`src/rtl/extbus_pkg.sv`:
```
package extbus_pkg;

    typedef enum logic [2:0] {
        PH_IDLE, PH_AB, PH_C, PH_D, PH_E, PH_F, PH_DONE
    } phase_e;

    // Timing word, MSB first
    typedef struct packed {
        logic       rdy_en;   // [13]
        logic [1:0] hold;     // [12:11]
        logic [4:0] acc;      // [10:6] access length - 1
        logic       dset;     // [5]
        logic [1:0] cmd;      // [4:3]
        logic [1:0] ab_ext;   // [2:1]
        logic       ab_long;  // [0]
    } tcfg_t;

    localparam int CFG_W = $bits(tcfg_t);

    // Length of a phase entered after address setup
    function automatic logic [5:0] ph_len(phase_e p, tcfg_t c);
        case (p)
            PH_C:    ph_len = {4'd0, c.cmd};
            PH_D:    ph_len = {5'd0, c.dset};
            PH_E:    ph_len = {1'b0, c.acc} + 6'd1;
            PH_F:    ph_len = {4'd0, c.hold};
            default: ph_len = 6'd0;
        endcase
    endfunction

    // Next phase with nonzero length
    function automatic phase_e ph_next(phase_e p, tcfg_t c);
        case (p)
            PH_AB:   ph_next = (c.cmd != 2'd0) ? PH_C : (c.dset ? PH_D : PH_E);
            PH_C:    ph_next = c.dset ? PH_D : PH_E;
            PH_D:    ph_next = PH_E;
            PH_E:    ph_next = (c.hold != 2'd0) ? PH_F : PH_DONE;
            default: ph_next = PH_DONE;
        endcase
    endfunction

endpackage

```
`src/rtl/ebs_cfg_bank.sv`:
```
module ebs_cfg_bank
    import extbus_pkg::*;
#(
    parameter int NWIN  = 4,
    localparam int WIN_W = (NWIN > 1) ? $clog2(NWIN) : 1
) (
    input  logic             clk,
    input  logic             rst,
    input  logic             wr_en,
    input  logic [WIN_W-1:0] wr_win,
    input  logic [CFG_W-1:0] wr_data,
    input  logic [WIN_W-1:0] rd_win,
    output tcfg_t            rd_cfg
);
    tcfg_t regs [NWIN];

    for (genvar i = 0; i < NWIN; i++) begin : g_win
        always_ff @(posedge clk) begin
            if (rst)
                regs[i] <= '0;
            else if (wr_en && wr_win == WIN_W'(i))
                regs[i] <= tcfg_t'(wr_data);
        end
    end

    assign rd_cfg = regs[rd_win];
endmodule

```
`src/rtl/ebs_phase_seq.sv`:
```
module ebs_phase_seq
    import extbus_pkg::*;
#(
    parameter int ADDR_W = 24,
    parameter int DATA_W = 16,
    parameter int WIN_W  = 2
) (
    input  logic              clk,
    input  logic              rst,
    input  logic              req_valid,
    output logic              req_ready,
    input  logic [ADDR_W-1:0] req_addr,
    input  logic [DATA_W-1:0] req_wdata,
    input  logic              req_write,
    input  logic [WIN_W-1:0]  req_win,
    input  tcfg_t             cfg_sel,
    input  logic [DATA_W-1:0] bus_din,
    input  logic              bus_ready,
    output phase_e            phase,
    output logic [ADDR_W-1:0] cur_addr,
    output logic [DATA_W-1:0] cur_wdata,
    output logic              cur_write,
    output logic [WIN_W-1:0]  cur_win,
    output logic              done,
    output logic [DATA_W-1:0] rdata
);
    phase_e           phase_q;
    logic [5:0]       cnt_q;
    tcfg_t            cfg_q;
    logic [WIN_W-1:0] prev_win_q;
    logic             prev_vld_q;

    logic       accept, win_chg, last, waiting;
    logic [5:0] ab_len, nxt_len;
    phase_e     nxt;

    assign req_ready = (phase_q == PH_IDLE) || (phase_q == PH_DONE);
    assign accept    = req_valid && req_ready;
    assign win_chg   = !prev_vld_q || (prev_win_q != req_win);
    assign ab_len    = 6'd1 + {5'd0, cfg_sel.ab_long}
                     + (win_chg ? {4'd0, cfg_sel.ab_ext} : 6'd0);
    assign waiting   = (phase_q == PH_E) && cfg_q.rdy_en && !bus_ready;
    assign last      = (cnt_q == 6'd0) && !waiting;
    assign nxt       = ph_next(phase_q, cfg_q);
    assign nxt_len   = ph_len(nxt, cfg_q);

    always_ff @(posedge clk) begin
        if (rst) begin
            phase_q    <= PH_IDLE;
            cnt_q      <= '0;
            cfg_q      <= '0;
            prev_win_q <= '0;
            prev_vld_q <= 1'b0;
            cur_addr   <= '0;
            cur_wdata  <= '0;
            cur_write  <= 1'b0;
            cur_win    <= '0;
            rdata      <= '0;
        end else if (accept) begin
            phase_q    <= PH_AB;
            cnt_q      <= ab_len - 6'd1;
            cfg_q      <= cfg_sel;
            prev_win_q <= req_win;
            prev_vld_q <= 1'b1;
            cur_addr   <= req_addr;
            cur_wdata  <= req_wdata;
            cur_write  <= req_write;
            cur_win    <= req_win;
        end else if (phase_q == PH_DONE) begin
            phase_q <= PH_IDLE;
        end else if (phase_q != PH_IDLE) begin
            if (last) begin
                phase_q <= nxt;
                cnt_q   <= (nxt_len == 6'd0) ? 6'd0 : nxt_len - 6'd1;
                if (phase_q == PH_E && !cur_write)
                    rdata <= bus_din;
            end else if (cnt_q != 6'd0) begin
                cnt_q <= cnt_q - 6'd1;
            end
        end
    end

    assign phase = phase_q;
    assign done  = (phase_q == PH_DONE);

    AST_READY_WAIT: assert property (@(posedge clk) disable iff (rst)
        (phase_q == PH_E && cnt_q == 6'd0 && cfg_q.rdy_en && !bus_ready) |=> (phase_q == PH_E))
        else $error("access ended while READY low");
    AST_DONE_PULSE: assert property (@(posedge clk) disable iff (rst)
        done |=> !done)
        else $error("done longer than one cycle");
    AST_NO_ACCEPT_BUSY: assert property (@(posedge clk) disable iff (rst)
        (phase_q inside {PH_AB, PH_C, PH_D, PH_E, PH_F}) |-> !req_ready)
        else $error("ready while busy");
endmodule

```
`src/rtl/extbus_seq.sv`:
```
module extbus_seq
    import extbus_pkg::*;
#(
    parameter int ADDR_W = 24,
    parameter int DATA_W = 16,
    parameter int NWIN   = 4,
    localparam int WIN_W = (NWIN > 1) ? $clog2(NWIN) : 1
) (
    input  logic              clk,
    input  logic              rst,
    input  logic              cfg_we,
    input  logic [WIN_W-1:0]  cfg_win,
    input  logic [CFG_W-1:0]  cfg_wdata,
    input  logic              req_valid,
    output logic              req_ready,
    input  logic [ADDR_W-1:0] req_addr,
    input  logic [DATA_W-1:0] req_wdata,
    input  logic              req_write,
    input  logic [WIN_W-1:0]  req_win,
    output logic [ADDR_W-1:0] bus_addr,
    output logic              bus_ale,
    output logic              bus_rd,
    output logic              bus_wr,
    output logic              bus_doe,
    output logic [DATA_W-1:0] bus_dout,
    input  logic [DATA_W-1:0] bus_din,
    input  logic              bus_ready,
    output logic [NWIN-1:0]   bus_cs,
    output logic              done,
    output logic [DATA_W-1:0] rdata
);
    tcfg_t            cfg_sel;
    phase_e           phase;
    logic             cur_write, active;
    logic [WIN_W-1:0] cur_win;

    ebs_cfg_bank #(.NWIN(NWIN)) u_bank (
        .clk(clk), .rst(rst),
        .wr_en(cfg_we), .wr_win(cfg_win), .wr_data(cfg_wdata),
        .rd_win(req_win), .rd_cfg(cfg_sel)
    );

    ebs_phase_seq #(.ADDR_W(ADDR_W), .DATA_W(DATA_W), .WIN_W(WIN_W)) u_seq (
        .clk(clk), .rst(rst),
        .req_valid(req_valid), .req_ready(req_ready),
        .req_addr(req_addr), .req_wdata(req_wdata),
        .req_write(req_write), .req_win(req_win),
        .cfg_sel(cfg_sel), .bus_din(bus_din), .bus_ready(bus_ready),
        .phase(phase), .cur_addr(bus_addr), .cur_wdata(bus_dout),
        .cur_write(cur_write), .cur_win(cur_win),
        .done(done), .rdata(rdata)
    );

    assign active  = phase inside {PH_AB, PH_C, PH_D, PH_E, PH_F};
    assign bus_ale = (phase == PH_AB);
    assign bus_rd  = (phase == PH_E) && !cur_write;
    assign bus_wr  = (phase == PH_E) && cur_write;
    assign bus_doe = cur_write && (phase inside {PH_D, PH_E, PH_F});

    for (genvar i = 0; i < NWIN; i++) begin : g_cs
        assign bus_cs[i] = active && (cur_win == WIN_W'(i));
    end

    AST_STROBE_EXCL: assert property (@(posedge clk) disable iff (rst)
        !(bus_rd && bus_wr))
        else $error("both strobes");
    AST_ALE_NO_STROBE: assert property (@(posedge clk) disable iff (rst)
        bus_ale |-> (!bus_rd && !bus_wr && !bus_doe))
        else $error("ALE overlaps command");
    AST_CS_ONEHOT: assert property (@(posedge clk) disable iff (rst)
        $onehot0(bus_cs))
        else $error("chip select not one-hot");
    AST_ADDR_STABLE: assert property (@(posedge clk) disable iff (rst)
        (bus_cs != '0) |=> (bus_cs == '0 || $stable(bus_addr)))
        else $error("address moved in transfer");
    AST_READ_NO_DOE: assert property (@(posedge clk) disable iff (rst)
        bus_rd |-> !bus_doe)
        else $error("data driven on read");
endmodule

```
`config.mk`:
```
export PLATFORM = sky130hd
export DESIGN_NAME = extbus_seq
export DESIGN_NICKNAME = d
export VERILOG_FILES = /design/src/rtl/extbus_pkg.sv /design/src/rtl/ebs_cfg_bank.sv /design/src/rtl/ebs_phase_seq.sv /design/src/rtl/extbus_seq.sv
export SDC_FILE = /design/constraint.sdc
export NUM_CORES = 1
export LEC_CHECK = 0
export BUFFER_PORTS_ARGS = -buffer_cell sky130_fd_sc_hd__buf_2
export CAP_MARGIN = 0
export CELL_PAD_IN_SITES_DETAIL_PLACEMENT = 1
export CELL_PAD_IN_SITES_GLOBAL_PLACEMENT = 2
export CORE_UTILIZATION = 34
export CTS_BUF_LIST = sky130_fd_sc_hd__clkbuf_8
export DETAILED_ROUTE_END_ITERATION = 10
export PLACE_DENSITY = 0.89
export REMOVE_ABC_BUFFERS = 1
export SLEW_MARGIN = 40
export SYNTH_ARGS = -nofsm -noshare
export SYNTH_HDL_FRONTEND = slang
export SYNTH_SLANG_ARGS = --single-unit
```
`constraint.sdc`:
```
create_clock -name clk -period 3.8 [get_ports clk]
set_clock_uncertainty 0.15 [all_clocks]
set_input_delay 0.38 -clock clk [delete_from_list [all_inputs] [get_ports clk]]
set_output_delay 0.38 -clock clk [all_outputs]
set_load 0.03 [all_outputs]
```
==> results of run 1 <==
## logic make-up after synthesis
group,synth area share
compound gates,0.120
xor+xnor,0.0156
fa+ha+maj,0.0162
buf+inv,0.0366
flops,0.530
mux,0.0542
simple gates,0.227
## what timing repair did
| item | CTS | global route |
|---|---|---|
| endpoints found under the setup margin | 0 | 0 |
| hold buffers | 31 | 1 |
| endpoints found under the hold margin | 31 | 1 |
## cell usage in the layout, fill, tap and decap left out, types with 6 or more instances in the layout
cell	n
buf_4	7
and2_1	59
xnor2_1	7
a21oi_1	84
nor2b_1	6
o21ai_0	6
buf_2	145
inv_1	14
edfxtp_1	56
mux4_2	14
nand2_1	157
nor2_1	21
dfxtp_1	80
ha_1	8
nor3_1	12
nand2b_1	6
clkbuf_8	17
dlygate4sd3_1	32
## metal layers
layer | GRT usage | wire (microns) | vias to the layer above | part of all wire
met5 | 0 | 0 | - | 0
met4 | 0.0916 | 479 | 0 | 0.027
met3 | 0.0400 | 644 | 35 | 0.036
met2 | 0.370 | 9750 | 130 | 0.54
met1 | 0.210 | 7160 | 2569 | 0.40
li1 | - | - | 2526 | -
## sequential cells by signal, indices dropped and copies added, names as in the netlist, 2 cells and up
register and cells:
u_seq.cnt_q 6, u_seq.cur_addr 24, u_seq.rdata 16, u_seq.phase 3, u_seq.cur_wdata 16, u_seq.cfg_q 11, u_seq.prev_win_q 2, u_bank.regs 56
## Yosys cell counts (2+ instances only)
cell type	instances	area, sq um
dfxtp_1	80	1600
or3_1	3	18.8
nor3_1	13	65.1
and2_1	59	369
mux2i_1	2	20.0
nor3_2	2	20.0
nand2_1	158	593
xnor2_1	7	61.3
xor2_1	4	35.0
a31o_2	2	17.5
clkbuf_1	26	97.6
inv_1	13	48.8
a22oi_1	2	15.0
ha_1	8	100
nor4_1	2	12.5
o21bai_1	3	22.5
a21oi_1	84	420
nor2b_1	6	37.5
mux4_2	14	315
o22ai_1	2	12.5
nand2b_1	6	37.5
o21ai_1	4	20.0
o21ai_0	6	30.0
nor3b_1	3	22.5
nand3_1	4	20.0
and3_1	3	18.8
nor2_1	22	82.6
o2bb2ai_1	2	17.5
edfxtp_1	56	1680
buf_2	13	65.1
o21a_1	2	15.0
a21o_1	3	22.5
a32oi_1	2	17.5
## final timing paths
path         slack [ns]  cells after the start                         endpoint                            start
min reg2reg        0.31                      2  u_seq.cur_wdata[1]$_SDFFE_PP0P_  u_seq.cur_wdata[1]$_SDFFE_PP0P_
max reg2reg        0.81                      7  u_seq.cur_addr[10]$_SDFFE_PP0P_      u_seq.phase[2]$_SDFFE_PP0P_
max                0.81                      7  u_seq.cur_addr[10]$_SDFFE_PP0P_      u_seq.phase[2]$_SDFFE_PP0P_
min                0.03                      3  u_seq.cur_addr[19]$_SDFFE_PP0P_                     req_addr[19]
## stage by stage
step                      hold WS [ns]  instances  worst slack (ns)  setup TNS [ns]
after floorplan                  0.280        601            -0.282          -0.750
after global placement           0.289        979             0.921               0
after detailed placement         0.297        979             0.787               0
after CTS                     0.000456       1042             0.783               0
after global routing            0.0102       1043             0.576               0
final                           0.0278       1043             0.805               0
## worst reg2reg max path: cells and delay by family (launching register included)
| family | cells | cell delay [ns] |
|---|---|---|
| compound gates | 1 | 0.06 |
| buf+inv | 2 | 0.59 |
| flops | 1 | 0.77 |
| simple gates | 4 | 1.28 |
## where the power goes
group | leakage [nW] | switching (mW) | internal [mW]
Sequential | 1.21 | 0.207 | 1.75
Combinational | 1.81 | 1.18 | 0.634
Clock | 0.189 | 0.597 | 0.584
## cell type report
type	instances	area [sq um]
Clock buffer	17	234
Tap cell	225	282
Sequential cell	136	3280
Clock inverter	15	151
Multi-Input combinational cell	451	2720
Timing Repair Buffer	185	1110
Inverter	14	52.6
Fill cell	2081	9710
==> metrics, run 1 <==
Synth warnings=0; IR drop worst, VDD=0.000248 V; ys flop type=dfxtp_1; post-route ant nets=0; vias in the first global route=between 5k and 6k; Cell Area, Placed=7110 sq um; routability-driven placement congestion ratio=between 0.8 and 0.9; fin nets=893; Setup Fix Bufs, Post-CTS=0; mapped cell area=6190 sq um; leak pwr=approximately 3.2 nW; Core ar.=17,500 sq um; CP Launch Type=register; post-cts sizing count=0; Die Width=137 microns; Pins Over Slew Limit=0; sequential share of the synthesized area=0.530; overall routing resource usage=0.198; initial antenna violation count=0; DRC=0; RSZ-0062 raised after global routing=false; Detail Placement HPWL=12,700 microns; outcome=complete, no violations; delay-heaviest family, CP=simple AND/OR/NAND/NOR gates; Worst Setup Path Type=register to register; Post-synth EDFFs=56; initial core utilization=0.353; Layout Utilization=0.446; CP endpoint kind=register; crit path max fanout=38; WL/cell=about 17 microns; CTS tree=built; clock sink count=between 100 and 150; Diodes inserted=0; fin crit share=0.788; largest net degree at the start of global routing=81; Die Height=137 microns; number of synthesized register bits=~140; clk slew on worst S/H paths=approximately 0.090 ns; die area=18,800 sq um; DR vias/cell=5.04; Area Growth Syn to Fin=26.5%; slowest CP cell=dfxtp_1; H-tree depth=4; pwr dens=roughly 630 nW/um^2; Row Count=48; number of port buffers=~150; Critical Path AT=3.15 ns; average cell area after synthesis=9.66 sq um; Rel. slew slack=0.475; gr ovfl total=0; final WL=18,000 microns; clk root buf=clkbuf_8; via count=5,260; Initial DRC Count=192; boundary pin count=146; TritonRoute pass-1 iters=4; CP Data Required Time=approximately 4.0 ns; Mapped Cells=641; Fin. Hold Viols=0; Hold Path Class=input pin to register; share of layout cells above drive strength 1=0.259; Tot Pwr=4.95 mW; post-route minimum period=2.99 ns; Post-synth ARST share=0; final setup fails=0; post-synthesis cell type count=58; CTS buffer count=17; Skew-Pair Late Insertion Delay=0.45 ns; first-pass GRT wire length=28,000 microns; clock buffer depth=2; CP peak stage delay=0.77 ns; Finished Cell Area=7830 sq um; WP buf/inv=2; CP Cell Sequence=nor2b_1 > or3_1 > inv_2 > nand2_2 > buf_4 > nand2_1 > a21oi_1; Slew @ Worst Pin=0.785 ns; max_cap viols=0; FMAX=334 MHz
(Power assumes the default switching activity.)
==> inputs of run 2 (changes only) <==
Clock period 3.8 ns to 2.8 ns, I/O delays scaled along.
==> run 2 against run 1 <==
- count of clock-buffer cells in the layout did not move
- register-to-register slack got worse by 0.63 ns
- flip-flop and latch count did not move
- utilization rose by 2.3 points
- wire length rose by 10%
- hold slack improved by 0.0024 ns
- sequential power rose by 35%
- sequential share of layout area fell by 2.1 points
- final area rose by 5.2%
- highest routed layer unchanged
- clock power rose by 32%
- global-route usage rose by 1.6 points
- total power rose by 37%
==> metrics, run 2 (synthesis gave the netlist of run 1 again) <==
post-route ant nets=0 (unchanged); CTS tree=built; clock power share=0.229 (-0.009); Setup TNS=0 ns (unchanged); Critical Path AT=2.84 ns (-0.31 ns); Gate power share=0.384 (+0.017); Setup Fix Bufs, Post-CTS=0 (unchanged); Hold Path Class=input pin to register; WL/cell=18.2 microns (+5.5%); Filler Cell Count=2,060 (-1.0%); fin crit share=0.937 (+0.149); most frequent cells in the layout=nand2_1 (157), buf_2 (145), a21oi_1 (84), dfxtp_1 (79), dlygate4sd3_1 (68); placed cells=990 (+1.1%); IR drop worst, VDD=0.000420 V (+70%); post-route minimum period=2.62 ns (-0.372 ns); Pins Over Slew Limit=0 (unchanged); vias in the first global route=6,017 (+9.1%); Detail Placement HPWL=13,400 microns (+5.4%); min setup slack post-route=0.177 ns (-0.628 ns); DRC=0 (unchanged); Core ar.=17,500 sq um (unchanged); CP Data Required Time=3.01 ns (-0.95 ns); share of layout cells above drive strength 1=0.254 (-0.00483); power share of the sequential group=0.387 (-0.008); overall routing resource usage=0.214 (+0.0159); largest registers=u_bank.regs x56, u_seq.cur_addr x24; area of the multi-input gates=2700 sq um (-0.64%); clock buffer depth=2 (unchanged); Area Growth Syn to Fin=33.1%; initial antenna violation count=0 (unchanged); post-route insts no fill=1,090 (+4.5%); FMAX=381 MHz (+14%); Initial DRC Count=218 (+14%); Fin. Hold Viols=0 (unchanged); RSZ-0062 raised after global routing=false; clk slew on worst S/H paths=0.08 ns (about the same); clk root buf=clkbuf_8; via count=5,519 (+4.9%); outcome=complete, no violations; number of port buffers=145 (unchanged); Diodes inserted=0 (unchanged); largest reg by FF count=u_bank.regs; routability-driven placement congestion ratio=0.924 (+6.1%); die area=18,800 sq um (unchanged); CP endpoint kind=register; largest net degree at the start of global routing=81 (unchanged); Worst Setup Path Type=register to register; crit path max fanout=6 (-84%); Die Height=137 microns (unchanged); clock sink count=136 (unchanged); max FFs per register=56 (unchanged); DR vias/cell=5.06 (+0.40%); Rel. slew slack=0.525 (+0.0497); pwr dens=825 nW/um^2 (+31%); max_cap viols=0 (unchanged); Sw Pwr=2.72 mW (+37%); final WL=19,900 microns (+10%); boundary pin count=146 (unchanged); initial core utilization=0.353 (unchanged); final setup fails=0 (unchanged); H-tree depth=4 (unchanged); TritonRoute pass-1 iters=4 (unchanged); Post-Place Setup Slack=0.118 ns (-0.670 ns); Die Width=137 microns (unchanged); first-pass GRT wire length=30,400 microns (+8.7%); register area=3280 sq um (about the same); gr ovfl total=0 (unchanged); leak pwr=3.40 nW (+6.3%); fin nets=940 (+5.3%); CTS buffer count=17 (unchanged); Tot Pwr=6.80 mW (+37%); Skew-Pair Late Insertion Delay=0.43 ns (-0.02 ns); Row Count=48 (unchanged); P_int=4.08 mW (+38%); CP Launch Type=register; Slew @ Worst Pin=0.713 ns (-0.0717 ns); most common cell after layout, fill and taps aside=nand2_1; Switching Fraction=0.400 (-0.000795)
[run 2: what timing repair did]
action	CTS	global route
setup endpoints to repair	0	7
hold endpoints to repair	92	0
resized for setup	0	2
hold buffers	68	0
[run 2: final timing paths]
path | cells past startpoint | to | slack, ns | from
hold / removal | 2 | u_bank.regs[1][0]$_SDFFCE_PN0P_ | 0.03 | cfg_wdata[0]
setup reg to reg | 9 | u_seq.cnt_q[0]$_SDFFE_PP0P_ | 0.18 | u_seq.cfg_q[5]$_SDFFE_PP0P_
hold reg to reg | 2 | u_seq.cur_addr[15]$_SDFFE_PP0P_ | 0.30 | u_seq.cur_addr[15]$_SDFFE_PP0P_
setup / recovery | 9 | u_seq.cnt_q[0]$_SDFFE_PP0P_ | 0.18 | u_seq.cfg_q[5]$_SDFFE_PP0P_
[run 2: area by class of cell]
| type | instances | share of cell area |
|---|---|---|
| Inverter | 14 | 0.00638 |
| Timing Repair Buffer | 232 | 0.188 |
| Clock buffer | 17 | 0.0284 |
| Multi-Input combinational cell | 451 | 0.328 |
| Sequential cell | 136 | 0.399 |
| Clock inverter | 15 | 0.0164 |
| Tap cell | 225 | 0.0342 |
[run 2: critical path: stages, from the launching register on]
cell and delay (ns):
dfxtp_1 0.39, nor3_1 0.28, a22oi_1 0.23, nor2_1 0.30, a21oi_1 0.16, ha_1 0.24
inv_1 0.07, o21ai_1 0.12, or4b_1 0.48, a21oi_1 0.15
[run 2: per-layer routing]
metal,GRT usage,up-vias,share of wire
met1,0.227,2694,0.39
li1,-,2620,-
met2,0.403,152,0.54
met4,0.0995,0,0.030
met5,0,-,0
met3,0.0407,53,0.041
[run 2: through the flow]
stage | instance area [sq um] | utilization | hold WS [ns]
floorplan | 6020 | - | 0.199
global placement | 7180 | 0.409 | 0.289
detailed placement | 7180 | 0.410 | 0.295
CTS | 8230 | 0.470 | 0.00259
global route | 8240 | 0.470 | 0.0251
finish | 8240 | 0.470 | 0.0302
[run 2: power by group through the flow]
stage / clock network, mW / registers, mW / logic, mW
after CTS: 1.60 / 2.63 / 2.60
after global routing: 1.67 / 2.67 / 2.84
after detailed placement: 0 / 2.67 / 2.51
final: 1.56 / 2.64 / 2.61
after floorplan: 0 / 2.92 / 1.37
after global placement: 0 / 2.64 / 2.42
==> inputs of run 3 (changes only) <==
Settings changed: SYNTH_HIERARCHICAL set to 1.
==> run 3 against run 2 <==
- wire length down 7.1%
- sequential power shrank 2%
- flip-flop and latch count unchanged
- setup slack improved by 0.10 ns
- hold slack better by 0.075 ns
- critical path depth rose by 1
- total power grew 4.1%
- first-iteration DRC count up 33%
- highest routed layer unchanged
- global-route usage is 1.3 points lower
- via count is 1.4% lower
- maximum frequency rose by 4.2%
- combinational power is 7% higher
==> metrics, run 3 <==
outcome=complete, no violations; Critical Path AT=2.69 ns (-0.15 ns); post-route ant nets=0 (unchanged); share of layout cells above drive strength 1=0.263 (+0.00870); RSZ-0062 raised after global routing=false; top-count cell post-synth=nand2_1; overall routing resource usage=0.200 (-0.0131); most frequent cells in the layout=nand2_1 (151), buf_2 (145), dfxtp_1 (79), a21oi_1 (77), nor2_1 (74); largest registers=u_bank/regs x56, u_seq/cur_addr x24; Cell Area, Placed=7150 sq um (-0.50%); H-tree depth=4 (unchanged); IR drop worst, VDD=0.000336 V (-20%); Detail Placement HPWL=12,200 microns (-8.3%); synth cell count leaders=nand2_1 (152), dfxtp_1 (80), a21oi_1 (77), nor2_1 (75), edfxtp_1 (56); GRT busiest layer=met2; Row Count=49 (+2.1%); Synth top area share=0.271 (-0.000821); leak pwr=3.22 nW (-5.3%); via count=5,442 (-1.4%); ys flop type=dfxtp_1; Sw Pwr=2.84 mW (+4.3%); initial core utilization=0.347 (-0.00616); Setup Fix Bufs, Post-CTS=0 (unchanged); Switching Fraction=0.401 (+0.000566); R2R cell count=10 (+1); average cell area after synthesis=9.79 sq um (+1.4%); Post-synth EDFFs=56 (unchanged); Worst Setup Path Type=register to register; Fin. Hold Viols=0 (unchanged); most common cell after layout, fill and taps aside=nand2_1; Die Width=137 microns (+0.15%); fin crit share=0.899 (-0.0374); Gate power share=0.395 (+0.011); CP endpoint kind=register; Finished Cell Area=8130 sq um (-1.3%); clock power share=0.239 (+0.010); DRC=0 (unchanged); post-synthesis cell type count=69 (+19%); clock sink count=136 (unchanged); Slew @ Worst Pin=0.738 ns (+0.0256 ns); largest net degree at the start of global routing=44 (-46%); largest reg by FF count=u_bank/regs; Mapped Cells=634 (-1.1%); Hold Path Class=input pin to register; mapped cell area=6210 sq um (+0.30%); Area Growth Syn to Fin=30.9%; CTS buffer count=17 (unchanged); power share of the sequential group=0.367 (-0.020); Initial DRC Count=291 (+33%); post-route minimum period=2.52 ns (-0.105 ns); boundary pin count=146 (unchanged); met3 GRT Util=0.0459 (+0.00519); Synth area leader=edfxtp_1; Synth warnings=6 (+6); sequential share of the synthesized area=0.529 (-0.00160); FMAX=397 MHz (+4.2%); initial antenna violation count=0 (unchanged); pwr dens=871 nW/um^2 (+5.5%); crit path max fanout=18 (+12); WL/cell=17.2 microns (-5.6%); Tot Pwr=7.08 mW (+4.1%); hold path depth=3 (+1); DR vias/cell=5.07 (+0.17%); final setup fails=0 (unchanged); Rel. slew slack=0.508 (-0.0171); number of synthesized register bits=136 (unchanged); TritonRoute pass-1 iters=4 (unchanged); Core ar.=17,900 sq um (+2.1%); fin nets=917 (-2.4%); final WL=18,500 microns (-7.1%); Post-synth ARST share=0 (unchanged); first-pass GRT wire length=28,600 microns (-5.9%); CP Launch Type=register; gr ovfl total=0 (unchanged); clock buffer depth=2 (unchanged); Skew-Pair Late Insertion Delay=0.44 ns (about the same); R2R Setup Slk=0.28 ns (+0.10 ns); CTS tree=built; clk slew on worst S/H paths=0.09 ns (about the same); min setup slack post-route=0.282 ns (+0.105 ns); Post-Place Setup Slack=0.118 ns (+0.000382 ns); Die Height=137 microns (+0.15%); number of port buffers=145 (unchanged); top area cells in the synthesized netlist=edfxtp_1 (27%), dfxtp_1 (26%), nand2_1 (9.2%), a21oi_1 (6.2%), nor2_1 (4.5%); clk root buf=clkbuf_8; Diodes inserted=0 (unchanged); CP Data Required Time=2.97 ns (-0.04 ns); P_int=4.24 mW (+4.0%); max_cap viols=0 (unchanged); met2 usage=0.360 (-0.0429); max FFs per register=56 (unchanged); Pins Over Slew Limit=0 (unchanged); GR met1 Demand/Resource=0.227 (about the same); routability-driven placement congestion ratio=0.849 (-8.1%); die area=18,800 sq um (+0.30%); vias in the first global route=5,708 (-5.1%); Layout Utilization=0.454 (-0.0157)
==> run 3: changes by cell type after synthesis, moves of 4 or more <==
cell | previous run | this run
nand2_1 | 158 | 152
inv_1 | 13 | 5
clkbuf_1 | 26 | 17
nor4_1 | 2 | 6
o21ai_0 | 6 | 1
nor2_1 | 22 | 75
nor3_1 | 13 | 8
nand3b_1 | 1 | 21
mux4_2 | 14 | 10
a21oi_1 | 84 | 77
mux4_1 | 0 | 4
and2_1 | 59 | 5
==> run 3: timing repair <==
action                                  CTS  global route
endpoints found under the setup margin    0             1
endpoints found under the hold margin    57             0
hold buffers                             57             0
gates resized for setup                   0             3
==> run 3: metrics by stage <==
step	setup TNS, ns	hold slack (ns)	instances
global route	0	0.0978	1073
detailed placement	0	0.294	984
CTS	0	0.0687	1073
finish	0	0.105	1073
global placement	0	0.288	984
floorplan	-14.67	0.199	595
==> run 3: cell families (layout without fill, tap and decap cells) <==
| kind of cell | Yosys count | after routing | synth area share |
|---|---|---|---|
| simple gates | 313 | 313 | 0.242 |
| flops | 136 | 136 | 0.529 |
| compound gates | 109 | 109 | 0.107 |
| buf+inv | 44 | 254 | 0.0397 |
| mux | 17 | 17 | 0.0580 |
| xor+xnor | 9 | 9 | 0.0127 |
| fa+ha+maj | 6 | 6 | 0.0121 |
==> run 3: layer usage <==
metal | share of wire | up-vias
met4 | 0.025 | 0
met3 | 0.035 | 37
met5 | 0 | -
met1 | 0.41 | 2684
li1 | - | 2598
met2 | 0.53 | 123
==> run 3: area by class of cell <==
cell class                 instances  area (sq um)
sequential                       136          3280
fill                            2100          9770
timing repair buffer             217          1450
multi-input combinational        454          2690
clock inverter                    15           175
tap                              229           287
clock buffer                      17           234
inverter                           5          18.8
==> run 3: path summary, 6_finish.rpt <==
| kind | startpoint | to |
|---|---|---|
| max | u_seq/phase[0]$_SDFFE_PP0P_ | u_seq/cnt_q[4]$_SDFFE_PP0P_ |
| min | cfg_wdata[9] | u_bank/regs[0][9]$_SDFFCE_PN0P_ |
| max reg2reg | u_seq/phase[0]$_SDFFE_PP0P_ | u_seq/cnt_q[4]$_SDFFE_PP0P_ |
| min reg2reg | u_seq/cur_addr[9]$_SDFFE_PP0P_ | u_seq/cur_addr[9]$_SDFFE_PP0P_ |
==> run 3: critical path, cell delays in order (launching register included) <==
cell and delay (ns):
dfxtp_1 0.38, buf_4 0.24, nor4b_2 0.30, o21ai_1 0.13
nand3_1 0.15, a21oi_1 0.11, ha_1 0.26, nand2_1 0.08
mux2i_1 0.09, o311ai_1 0.38, a31oi_1 0.13
==> run 3: power groups by stage <==
stage,combinational [mW],clock [mW],sequential (mW)
6_report,2.80,1.69,2.60
3_5_place_dp,2.70,0,2.63
2_1_floorplan,1.54,0,2.89
3_3_place_gp,2.61,0,2.60
5_1_grt,3.04,1.83,2.64
4_1_cts,2.78,1.75,2.59
